[src/rtl/phy_scan_pkg.sv]
// Shared types for the PHY presence scan arbiter.
package phy_scan_pkg;
    // Arbiter phases: boundary, request pending at the engine, frame in flight.
    typedef enum logic [1:0] {
        ST_IDLE = 2'd0,
        ST_REQ  = 2'd1,
        ST_BUSY = 2'd2
    } arb_state_e;
endpackage

[src/rtl/scan_sequencer.sv]
// Background address pointer.
// Moves to the next address, wrapping at N_PHY-1, each time a background
// frame completes. Assumes step is a single-cycle pulse.
module scan_sequencer #(
    parameter int N_PHY  = 32,
    localparam int ADDR_W = $clog2(N_PHY)
) (
    input  logic              clk,
    input  logic              rst_n,
    input  logic              step,
    output logic [ADDR_W-1:0] addr
);
    localparam logic [ADDR_W-1:0] LAST = ADDR_W'(N_PHY - 1);

    // Advance the pointer with wrap on every completed poll.
    always_ff @(posedge clk) begin
        if (!rst_n)
            addr <= '0;
        else if (step)
            addr <= (addr == LAST) ? '0 : addr + 1'b1;
    end
endmodule

[src/rtl/presence_maps.sv]
// Per-address presence and link bitmaps.
// On an update pulse, the bit at addr takes the acknowledge, and the link bit
// takes acknowledge AND the reported link level. Assumes addr < N_PHY.
module presence_maps #(
    parameter int N_PHY  = 32,
    localparam int ADDR_W = $clog2(N_PHY)
) (
    input  logic              clk,
    input  logic              rst_n,
    input  logic              upd,
    input  logic [ADDR_W-1:0] addr,
    input  logic              ack,
    input  logic              link_in,
    output logic [N_PHY-1:0]  alive,
    output logic [N_PHY-1:0]  link
);
    for (genvar i = 0; i < N_PHY; i++) begin : g_bit
        // Record the outcome of the poll that targeted address i.
        always_ff @(posedge clk) begin
            if (!rst_n) begin
                alive[i] <= 1'b0;
                link[i]  <= 1'b0;
            end else if (upd && addr == ADDR_W'(i)) begin
                alive[i] <= ack;
                link[i]  <= ack & link_in;
            end
        end
    end
endmodule

[src/rtl/frame_arbiter.sv]
// Frame arbiter and engine handshake.
// At each boundary it picks a pending software request first and the next
// background poll second. It presents the frame until granted and waits for
// done. Assumes usr_req is held until usr_ack and eng_done comes once per grant.
module frame_arbiter
    import phy_scan_pkg::*;
#(
    parameter int ADDR_W     = 5,
    parameter int REG_W      = 5,
    parameter int DATA_W     = 16,
    parameter int STATUS_REG = 1
) (
    input  logic              clk,
    input  logic              rst_n,
    input  logic              scan_en,
    input  logic              usr_req,
    input  logic              usr_wr,
    input  logic [ADDR_W-1:0] usr_phy,
    input  logic [REG_W-1:0]  usr_reg,
    input  logic [DATA_W-1:0] usr_wdata,
    input  logic [ADDR_W-1:0] scan_addr,
    input  logic              eng_gnt,
    input  logic              eng_done,
    input  logic [DATA_W-1:0] eng_rdata,
    input  logic              eng_ack,
    output logic              eng_req,
    output logic              eng_wr,
    output logic [ADDR_W-1:0] eng_phy,
    output logic [REG_W-1:0]  eng_reg,
    output logic [DATA_W-1:0] eng_wdata,
    output logic              usr_ack,
    output logic [DATA_W-1:0] usr_rdata,
    output logic              usr_ok,
    output logic              scan_step,
    output logic              idle,
    output logic              at_boundary,
    output logic              in_busy,
    output logic              own_usr
);
    arb_state_e st;
    logic       usr_pend;

    assign usr_pend    = usr_req && !usr_ack;
    assign at_boundary = (st == ST_IDLE);
    assign in_busy     = (st == ST_BUSY);
    assign eng_req     = (st == ST_REQ);
    assign scan_step   = in_busy && eng_done && !own_usr;
    assign idle        = at_boundary && !scan_en && !usr_pend;

    // Phase sequencing and frame field capture.
    always_ff @(posedge clk) begin
        if (!rst_n) begin
            st        <= ST_IDLE;
            own_usr   <= 1'b0;
            eng_wr    <= 1'b0;
            eng_phy   <= '0;
            eng_reg   <= '0;
            eng_wdata <= '0;
        end else begin
            unique case (st)
                ST_IDLE: begin
                    if (usr_pend) begin
                        st        <= ST_REQ;
                        own_usr   <= 1'b1;
                        eng_wr    <= usr_wr;
                        eng_phy   <= usr_phy;
                        eng_reg   <= usr_reg;
                        eng_wdata <= usr_wdata;
                    end else if (scan_en) begin
                        st        <= ST_REQ;
                        own_usr   <= 1'b0;
                        eng_wr    <= 1'b0;
                        eng_phy   <= scan_addr;
                        eng_reg   <= REG_W'(STATUS_REG);
                        eng_wdata <= '0;
                    end
                end
                ST_REQ:  if (eng_gnt)  st <= ST_BUSY;
                ST_BUSY: if (eng_done) st <= ST_IDLE;
                default: st <= ST_IDLE;
            endcase
        end
    end

    // Return path for software frames: one-cycle acknowledge plus result.
    always_ff @(posedge clk) begin
        if (!rst_n) begin
            usr_ack   <= 1'b0;
            usr_rdata <= '0;
            usr_ok    <= 1'b0;
        end else begin
            usr_ack <= in_busy && eng_done && own_usr;
            if (in_busy && eng_done && own_usr) begin
                usr_rdata <= eng_rdata;
                usr_ok    <= eng_ack;
            end
        end
    end
endmodule

[src/rtl/phy_scan_arbiter.sv]
// PHY presence scan arbiter top.
// Shares one MDIO frame engine between background status polling and
// software requests, and keeps the per-address presence and link bitmaps.
// Assumes a single engine with a req/gnt/done handshake.
module phy_scan_arbiter #(
    parameter int N_PHY      = 32,
    parameter int REG_W      = 5,
    parameter int DATA_W     = 16,
    parameter int STATUS_REG = 1,
    parameter int LINK_BIT   = 2,
    localparam int ADDR_W    = $clog2(N_PHY)
) (
    input  logic              clk,
    input  logic              rst_n,
    input  logic              scan_en,
    output logic              idle,
    input  logic              usr_req,
    input  logic              usr_wr,
    input  logic [ADDR_W-1:0] usr_phy,
    input  logic [REG_W-1:0]  usr_reg,
    input  logic [DATA_W-1:0] usr_wdata,
    output logic              usr_ack,
    output logic [DATA_W-1:0] usr_rdata,
    output logic              usr_ok,
    output logic              eng_req,
    output logic              eng_wr,
    output logic [ADDR_W-1:0] eng_phy,
    output logic [REG_W-1:0]  eng_reg,
    output logic [DATA_W-1:0] eng_wdata,
    input  logic              eng_gnt,
    input  logic              eng_done,
    input  logic [DATA_W-1:0] eng_rdata,
    input  logic              eng_ack,
    output logic [N_PHY-1:0]  alive_map,
    output logic [N_PHY-1:0]  link_map
);
    logic [ADDR_W-1:0] scan_addr;
    logic              scan_step;
    logic              at_boundary;
    logic              in_busy;
    logic              own_usr;

    scan_sequencer #(.N_PHY(N_PHY)) u_seq (
        .clk  (clk),
        .rst_n(rst_n),
        .step (scan_step),
        .addr (scan_addr)
    );

    frame_arbiter #(
        .ADDR_W(ADDR_W), .REG_W(REG_W), .DATA_W(DATA_W), .STATUS_REG(STATUS_REG)
    ) u_arb (
        .clk        (clk),
        .rst_n      (rst_n),
        .scan_en    (scan_en),
        .usr_req    (usr_req),
        .usr_wr     (usr_wr),
        .usr_phy    (usr_phy),
        .usr_reg    (usr_reg),
        .usr_wdata  (usr_wdata),
        .scan_addr  (scan_addr),
        .eng_gnt    (eng_gnt),
        .eng_done   (eng_done),
        .eng_rdata  (eng_rdata),
        .eng_ack    (eng_ack),
        .eng_req    (eng_req),
        .eng_wr     (eng_wr),
        .eng_phy    (eng_phy),
        .eng_reg    (eng_reg),
        .eng_wdata  (eng_wdata),
        .usr_ack    (usr_ack),
        .usr_rdata  (usr_rdata),
        .usr_ok     (usr_ok),
        .scan_step  (scan_step),
        .idle       (idle),
        .at_boundary(at_boundary),
        .in_busy    (in_busy),
        .own_usr    (own_usr)
    );

    presence_maps #(.N_PHY(N_PHY)) u_maps (
        .clk    (clk),
        .rst_n  (rst_n),
        .upd    (scan_step),
        .addr   (eng_phy),
        .ack    (eng_ack),
        .link_in(eng_rdata[LINK_BIT]),
        .alive  (alive_map),
        .link   (link_map)
    );
endmodule

[config.mk]
export PLATFORM = sky130hd
export DESIGN_NAME = phy_scan_arbiter
export DESIGN_NICKNAME = d
export VERILOG_FILES = /design/src/rtl/phy_scan_pkg.sv /design/src/rtl/scan_sequencer.sv /design/src/rtl/presence_maps.sv /design/src/rtl/frame_arbiter.sv /design/src/rtl/phy_scan_arbiter.sv
export SDC_FILE = /design/constraint.sdc
export NUM_CORES = 1
export LEC_CHECK = 0
export BUFFER_PORTS_ARGS = -buffer_cell sky130_fd_sc_hd__buf_2
export CORE_MARGIN = 3
export CORE_UTILIZATION = 50
export DETAILED_ROUTE_END_ITERATION = 8
export PLACE_DENSITY = 0.91
export SETUP_SLACK_MARGIN = 0.1
export SYNTH_ARGS = -nofsm -noshare
export SYNTH_HDL_FRONTEND = slang
export SYNTH_HIERARCHICAL = 1
export SYNTH_SLANG_ARGS = --single-unit
[constraint.sdc]
create_clock -name clk -period 2.3 [get_ports clk]
set_clock_uncertainty 0.05 [all_clocks]
set_input_delay 0.46 -clock clk [delete_from_list [all_inputs] [get_ports clk]]
set_output_delay 0.46 -clock clk [all_outputs]
set_load 0.1 [all_outputs]
==> results by group, run 1 <==
Run status
  • Outcome: finished, final reports clean

Setup path
  • Critical-path cell list: buf_2
  • WP buf/inv: 1
  • Worst r2r src: u_arb/st[1]
  • FF-to-FF End: u_maps/link[20]
  • Setup slack, reg-to-reg: 220 ps
  • Max incr delay on CP: 560 ps
  • Critical Path Stages: 1
  • Maximum fanout along the worst path: 11
  • Worst Path Required: 1790 ps
  • Slowest CP cell: dfxtp_1
  • Critical path capture point type: output port
  • R2R cell count: 7
  • Crit Path Class: reg -> out
  • Arrival time worst endpoint: 1580 ps
  • Critical Path Source Type: flip-flop
  • Crit path max-delay family: flip-flops

Cells and area
  • Antenna cell count: 0
  • Final std cells w/o fill: 827
  • Ratio of cells with drive above 1 in the final layout: 0.314
  • Final Core Density: 0.703
  • Synth-to-layout area growth: 32.8%
  • # nets final: 740
  • Largest regs: u_maps/alive: 32 flops, u_maps/link: 32 flops
  • Cell area after layout: 0.00631 sq mm

Logic synthesis
  • Fraction of registers with async set/reset: 0
  • Mapped Area: 0.00475 sq mm
  • List of most frequent post-synthesis cells: nand2_1, dfxtp_1, mux2i_1
  • Post-synthesis share of cell area spent on xor and xnor gates: 0
  • Synth Area in Compound Gates: 0.0791
  • Top cell type's share of synthesized area: 0.493
  • Mux cell area share after synthesis: 0.139
  • Synth warn: 6
  • Most frequent cell after synthesis: nand2_1
  • Mapped Nets: 585
  • Largest family of logic cells by synthesized area: simple AND/OR/NAND/NOR gates
  • Synthesized area per cell: 8.91 sq um
  • Synth top area cells: dfxtp_1, mux2i_1, nand2_1, nand3_1, a31oi_1
  • Number of flops mapped to enable cells by yosys: 0
  • Adder-cell share of the synthesized area: 0.00527
  • Synth Register Bits: 117
  • Synth unique cells: 41
  • Area leader, netlist: dfxtp_1
  • Post-synthesis sequential area ratio: 0.493
  • Mapped Cells: 533
  • Top_reg_cell synth: dfxtp_1
  • Synthesized-area fraction occupied by and/or/nand/nor cells: 0.241

Global routing
  • Initial antenna violation count: 0
  • Largest net degree at the start of global routing: 65
  • Global route overflow: 0
  • GRT Overall Usage: 0.240
  • Vias in the first global route: 4,275
  • First-pass GRT wire length: 20,400 um

Die
  • Starting density of the core: 0.529
  • Full die area: 0.0107 sq mm
  • Chip Width: 103 um
  • Rows: 34
  • I/O Pins: 161
  • Core area: 0.00898 sq mm
  • Die height: 103 um

Place
  • Dpl cells: 795
  • Port Buf Inserts: 160
  • DP Area: 0.00566 sq mm
  • GP Congestion: 0.816
  • DP HPWL: 8600 um

Timing
  • Final Max Tran Viols: 0
  • Setup Viol. Count Final: 0
  • RSZ-0062 raised after global routing: false
  • Hold Slack: 139 ps
  • Final worst-path cycle share: 0.910
  • Fmax: 478 MHz
  • Setup tns final: 0 ps
  • Worst-Margin Slew: 760 ps
  • Worst slew margin: 0.492
  • Tmin final: 2090 ps
  • Final hold vios: 0

Clocking
  • Hold buffer count at cts: 0
  • CTS tree: yes
  • Clk buf depth: 2
  • CTS sink cnt: 117
  • Root Buffer Master: clkbuf_8
  • Clk_lat worst skew: 500 ps
  • TritonCTS buffer count: 17
  • H-tree depth: 4
  • Clk slew on worst S/H paths: 60 ps

Drt
  • DRT Pass-1 Iters: 5
  • Via density: 5.42
  • Initial DRC count: 238
  • DR vias: 4,483
  • # DRC: 0
  • WL/cell: 15.4 um
  • Total wire length: 12,800 um
  • DRT antenna net count: 0

Worst hold path
  • Hold Path Depth: 3
  • HP Class: in -> reg
  • Min-delay src: eng_rdata[13]
  • Hold Path End: u_arb/usr_rdata[13]

Power
  • Static Leak: 2.96 nW
  • Pwr dens: 893 mW/mm^2
  • Worst vdd ir: 0.584 mV

Flow run
  • Max-Cap Viols: 0
-- tightest hold or removal path: stages --
cell and delay [ps]:
buf_2 90, nand2_1 50, o21ai_1 50
-- cells by family (layout without fill, tap and decap cells) --
| kind of cell | count (synthesis) | after routing |
|---|---|---|
| buffers and inverters | 41 | 209 |
| multiplexers | 66 | 66 |
| AO/OA/AOI/OAI | 59 | 59 |
| AND/OR/NAND/NOR | 248 | 248 |
| adder cells (fa/ha/maj) | 2 | 2 |
| flip-flops | 117 | 117 |
-- metal layers --
metal  up-vias  global-route usage  routed length, um
met5         -                   0                  0
met4         0              0.0677                147
met3        17              0.0744               1070
met2       214               0.402               6170
met1      2104               0.300               5370
li1       2148                   -                  -
-- area by class of cell --
type	instances	area [sq um]
fill	680	2670
sequential	117	2340
multi-input combinational	375	2220
timing repair buffer	172	923
clock buffer	18	418
clock inverter	14	224
tap	126	158
inverter	5	20.0
-- worst max path at each step --
stage                                  end  slack, ps              from
after global routing       u_maps/link[20]        100       u_arb/st[1]
after detailed placement  u_maps/alive[24]        340       u_arb/st[1]
after floorplan                       idle          4     u_arb/usr_ack
after global placement     u_maps/alive[3]        420       u_arb/st[1]
final                           eng_phy[4]        210  u_arb/eng_phy[4]
after CTS                          eng_req        170       u_arb/st[0]
-- power breakdown --
part / internal [mW] / switching, mW
clock network: 1.88 / 0.961
logic: 0.150 / 0.507
registers: 2.07 / 0.0590
total: 4.10 / 1.53
-- stage by stage --
step / setup slack [ps] / total power, mW
2_1_floorplan: 3.87 / 2.67
3_3_place_gp: 417 / 2.80
3_5_place_dp: 336 / 2.82
4_1_cts: 171 / 5.66
5_1_grt: 102 / 5.81
6_report: 208 / 5.63
-- cells in the final DEF (no fill, tap or decap), drive strengths merged, types with 4 or more instances in the layout --
cell type	synthesis	final
a31oi	27	27
buf	20	171
bufinv	0	5
clkbuf	16	19
clkinv	1	6
dfxtp	117	117
inv	4	7
mux2i	66	66
nand2	150	150
nand3	44	44
nand4b	4	4
nor2	16	16
nor2b	9	9
o21ai	19	19
o221ai	5	5
or2	6	6
-- what timing repair did --
action,CTS,global route
hold endpoints to repair,0,0
setup endpoints to repair,0,1
gates resized for setup,0,1
setup buffers,0,0
(Power assumes the default switching activity.)
==> run 2, diff against run 1 <==
--- a/config.mk
+++ b/config.mk
@@ -9,7 +9,7 @@
 export CORE_MARGIN = 3
 export CORE_UTILIZATION = 50
 export DETAILED_ROUTE_END_ITERATION = 8
-export PLACE_DENSITY = 0.91
+export PLACE_DENSITY = 0.8
 export SETUP_SLACK_MARGIN = 0.1
 export SYNTH_ARGS = -nofsm -noshare
 export SYNTH_HDL_FRONTEND = slang
==> run 2 against run 1 <==
Wire length grew 0.53%. Setup slack lost 14 ps. Register-to-register slack gained 140 ps. Fmax shrank 0.67%. Critical path depth is the same.
==> results by group, run 2 (synthesis results as in run 1) <==
Setup path
  • Slowest CP cell: dfxtp_1
  • Crit path max-delay family: flip-flops
  • Critical path capture point type: output port
  • Critical-path cell list: buf_2
  • WP buf/inv: 1 (unchanged)
  • Critical Path Stages: 1 (unchanged)
  • Worst Path Required: 1790 ps (about the same)
  • Arrival time worst endpoint: 1600 ps (+20 ps)
  • Max incr delay on CP: 570 ps (about the same)
  • Maximum fanout along the worst path: 11 (unchanged)
  • Critical Path Source Type: flip-flop
  • Crit Path Class: reg -> out
  • R2R cell count: 7 (unchanged)

Cells and area
  • Cell area after layout: 0.00625 sq mm (-0.95%)
  • # nets final: 742 (+0.27%)
  • Synth-to-layout area growth: 31.5%
  • Ratio of cells with drive above 1 in the final layout: 0.316 (+0.00195)
  • Antenna cell count: 0 (unchanged)
  • Sequential cell area: 0.00234 sq mm (unchanged)
  • Fillers: 717 (+5.4%)
  • Most frequent cells in the layout: buf_2, nand2_1, dfxtp_1
  • Commonest non-fill, non-tap cell in the layout: buf_2
  • Multi-input gate area: 0.00222 sq mm (unchanged)
  • Final std cells w/o fill: 829 (+0.24%)
  • Final Core Density: 0.696 (-0.00669)
  • Largest regs: u_maps/alive: 32 flops, u_maps/link: 32 flops

Global routing
  • Global Route met1 Usage: 0.286 (-0.0140)
  • Global route overflow: 0 (unchanged)
  • GRT Overall Usage: 0.242 (+0.00129)
  • GRT Max-Usage Layer: met2
  • Met3 Use GR: 0.0738 (-0.000671)
  • Largest net degree at the start of global routing: 46 (-29%)
  • Met2 usage: 0.415 (+0.0132)
  • First-pass GRT wire length: 20,400 um (+0.10%)
  • Initial antenna violation count: 0 (unchanged)
  • Vias in the first global route: 4,373 (+2.3%)

Timing
  • Final hold vios: 0 (unchanged)
  • Fmax: 475 MHz (-0.67%)
  • Hold Slack: 142 ps (+2.76 ps)
  • Final worst-path cycle share: 0.916 (+0.00615)
  • Worst-Margin Slew: 745 ps (-15.0 ps)
  • Setup Viol. Count Final: 0 (unchanged)
  • RSZ-0062 raised after global routing: false
  • Worst slew margin: 0.502 (+0.0100)
  • Setup tns final: 0 ps (unchanged)
  • Final Max Tran Viols: 0 (unchanged)
  • Tmin final: 2110 ps (+14.1 ps)

Power
  • P_int: 3.80 mW (-7.3%)
  • Clk pwr share: 0.479 (-0.026)
  • Worst vdd ir: 0.445 mV (-24%)
  • Static Leak: 2.92 nW (-1.1%)
  • Sequential group share of total power: 0.397 (+0.019)
  • Switching share of power: 0.288 (+0.0167)
  • Net Sw Power: 1.54 mW (+0.69%)
  • Pwr dens: 855 mW/mm^2 (-4.3%)
  • Comb pwr share: 0.124 (+0.007)

Drt
  • Via density: 5.32 (-1.9%)
  • Total wire length: 12,800 um (+0.53%)
  • DRT Pass-1 Iters: 4 (-1)
  • WL/cell: 15.5 um (+0.29%)
  • DRT antenna net count: 0 (unchanged)
  • Initial DRC count: 184 (-23%)
  • DR vias: 4,409 (-1.7%)
  • # DRC: 0 (unchanged)

Flow run
  • Max-Cap Viols: 0 (unchanged)

Die
  • Starting density of the core: 0.529 (unchanged)
  • I/O Pins: 161 (unchanged)
  • Core area: 0.00898 sq mm (unchanged)
  • Chip Width: 103 um (unchanged)
  • Rows: 34 (unchanged)
  • Die height: 103 um (unchanged)
  • Full die area: 0.0107 sq mm (unchanged)

Clocking
  • Clk_lat worst skew: 500 ps (about the same)
  • CTS tree: yes
  • Root Buffer Master: clkbuf_8
  • Hold buffer count at cts: 0 (unchanged)
  • Clk buf depth: 2 (unchanged)
  • Post-CTS sizing: 0 (unchanged)
  • CTS sink cnt: 117 (unchanged)
  • Setup Buffers After CTS: 0 (unchanged)
  • Clk slew on worst S/H paths: 60 ps (about the same)
  • TritonCTS buffer count: 17 (unchanged)
  • H-tree depth: 4 (unchanged)

Place
  • DP Area: 0.00566 sq mm (about the same)
  • DP HPWL: 8800 um (+2.3%)
  • GP Congestion: 0.802 (-1.7%)
  • Dpl cells: 797 (+0.25%)
  • Port Buf Inserts: 160 (unchanged)

Worst hold path
  • HP Class: in -> reg
  • Hold Path Depth: 3 (unchanged)

Run status
  • Outcome: finished, final reports clean
run 2: changes by cell type in the layout (fill, tap and decap cells not counted):
cell	delta
bufinv_16	-3
buf_4	+3
clkinv_4	-1
clkbuf_8	+1
clkinvlp_4	+3
buf_12	-1
run 2: metal layers:
layer | routed length [um] | share of wire | vias up
met5 | 0 | 0 | -
met4 | 124 | 0.0097 | 0
met3 | 1130 | 0.088 | 11
met2 | 6230 | 0.49 | 184
met1 | 5340 | 0.42 | 2063
li1 | - | - | 2151
run 2: area by class of cell:
class                           instances  share of cell area
Clock buffer                           19              0.0691
Multi-Input combinational cell        375               0.355
Inverter                                5             0.00321
Clock inverter                         13              0.0236
Timing Repair Buffer                  174               0.148
Tap cell                              126              0.0252
Sequential cell                       117               0.375
run 2: worst paths after layout:
| path | startpoint | end | slack [ps] |
|---|---|---|---|
| worst max-delay path | u_arb/eng_phy[4] | eng_phy[4] | 190 |
| worst min-delay path | eng_rdata[13] | u_arb/usr_rdata[13] | 140 |
| worst max register to register | u_arb/st[0] | u_maps/link[28] | 360 |
| worst min register to register | u_maps/alive[30] | u_maps/alive[30] | 410 |
run 2: power by group through the flow:
stage,Clock [mW],Sequential [mW],Combinational (mW)
after floorplan,0,2.43,0.241
after global placement,0,2.16,0.648
after detailed placement,0,2.16,0.658
after CTS,2.59,2.12,0.659
after global routing,2.69,2.13,0.697
final,2.56,2.12,0.661
run 2: metrics by stage:
| stage | power [mW] | worst slack [ps] |
|---|---|---|
| 2_1_floorplan | 2.67 | 3.87 |
| 3_3_place_gp | 2.81 | 487 |
| 3_5_place_dp | 2.82 | 404 |
| 4_1_cts | 5.37 | 119 |
| 5_1_grt | 5.51 | 145 |
| 6_report | 5.34 | 193 |
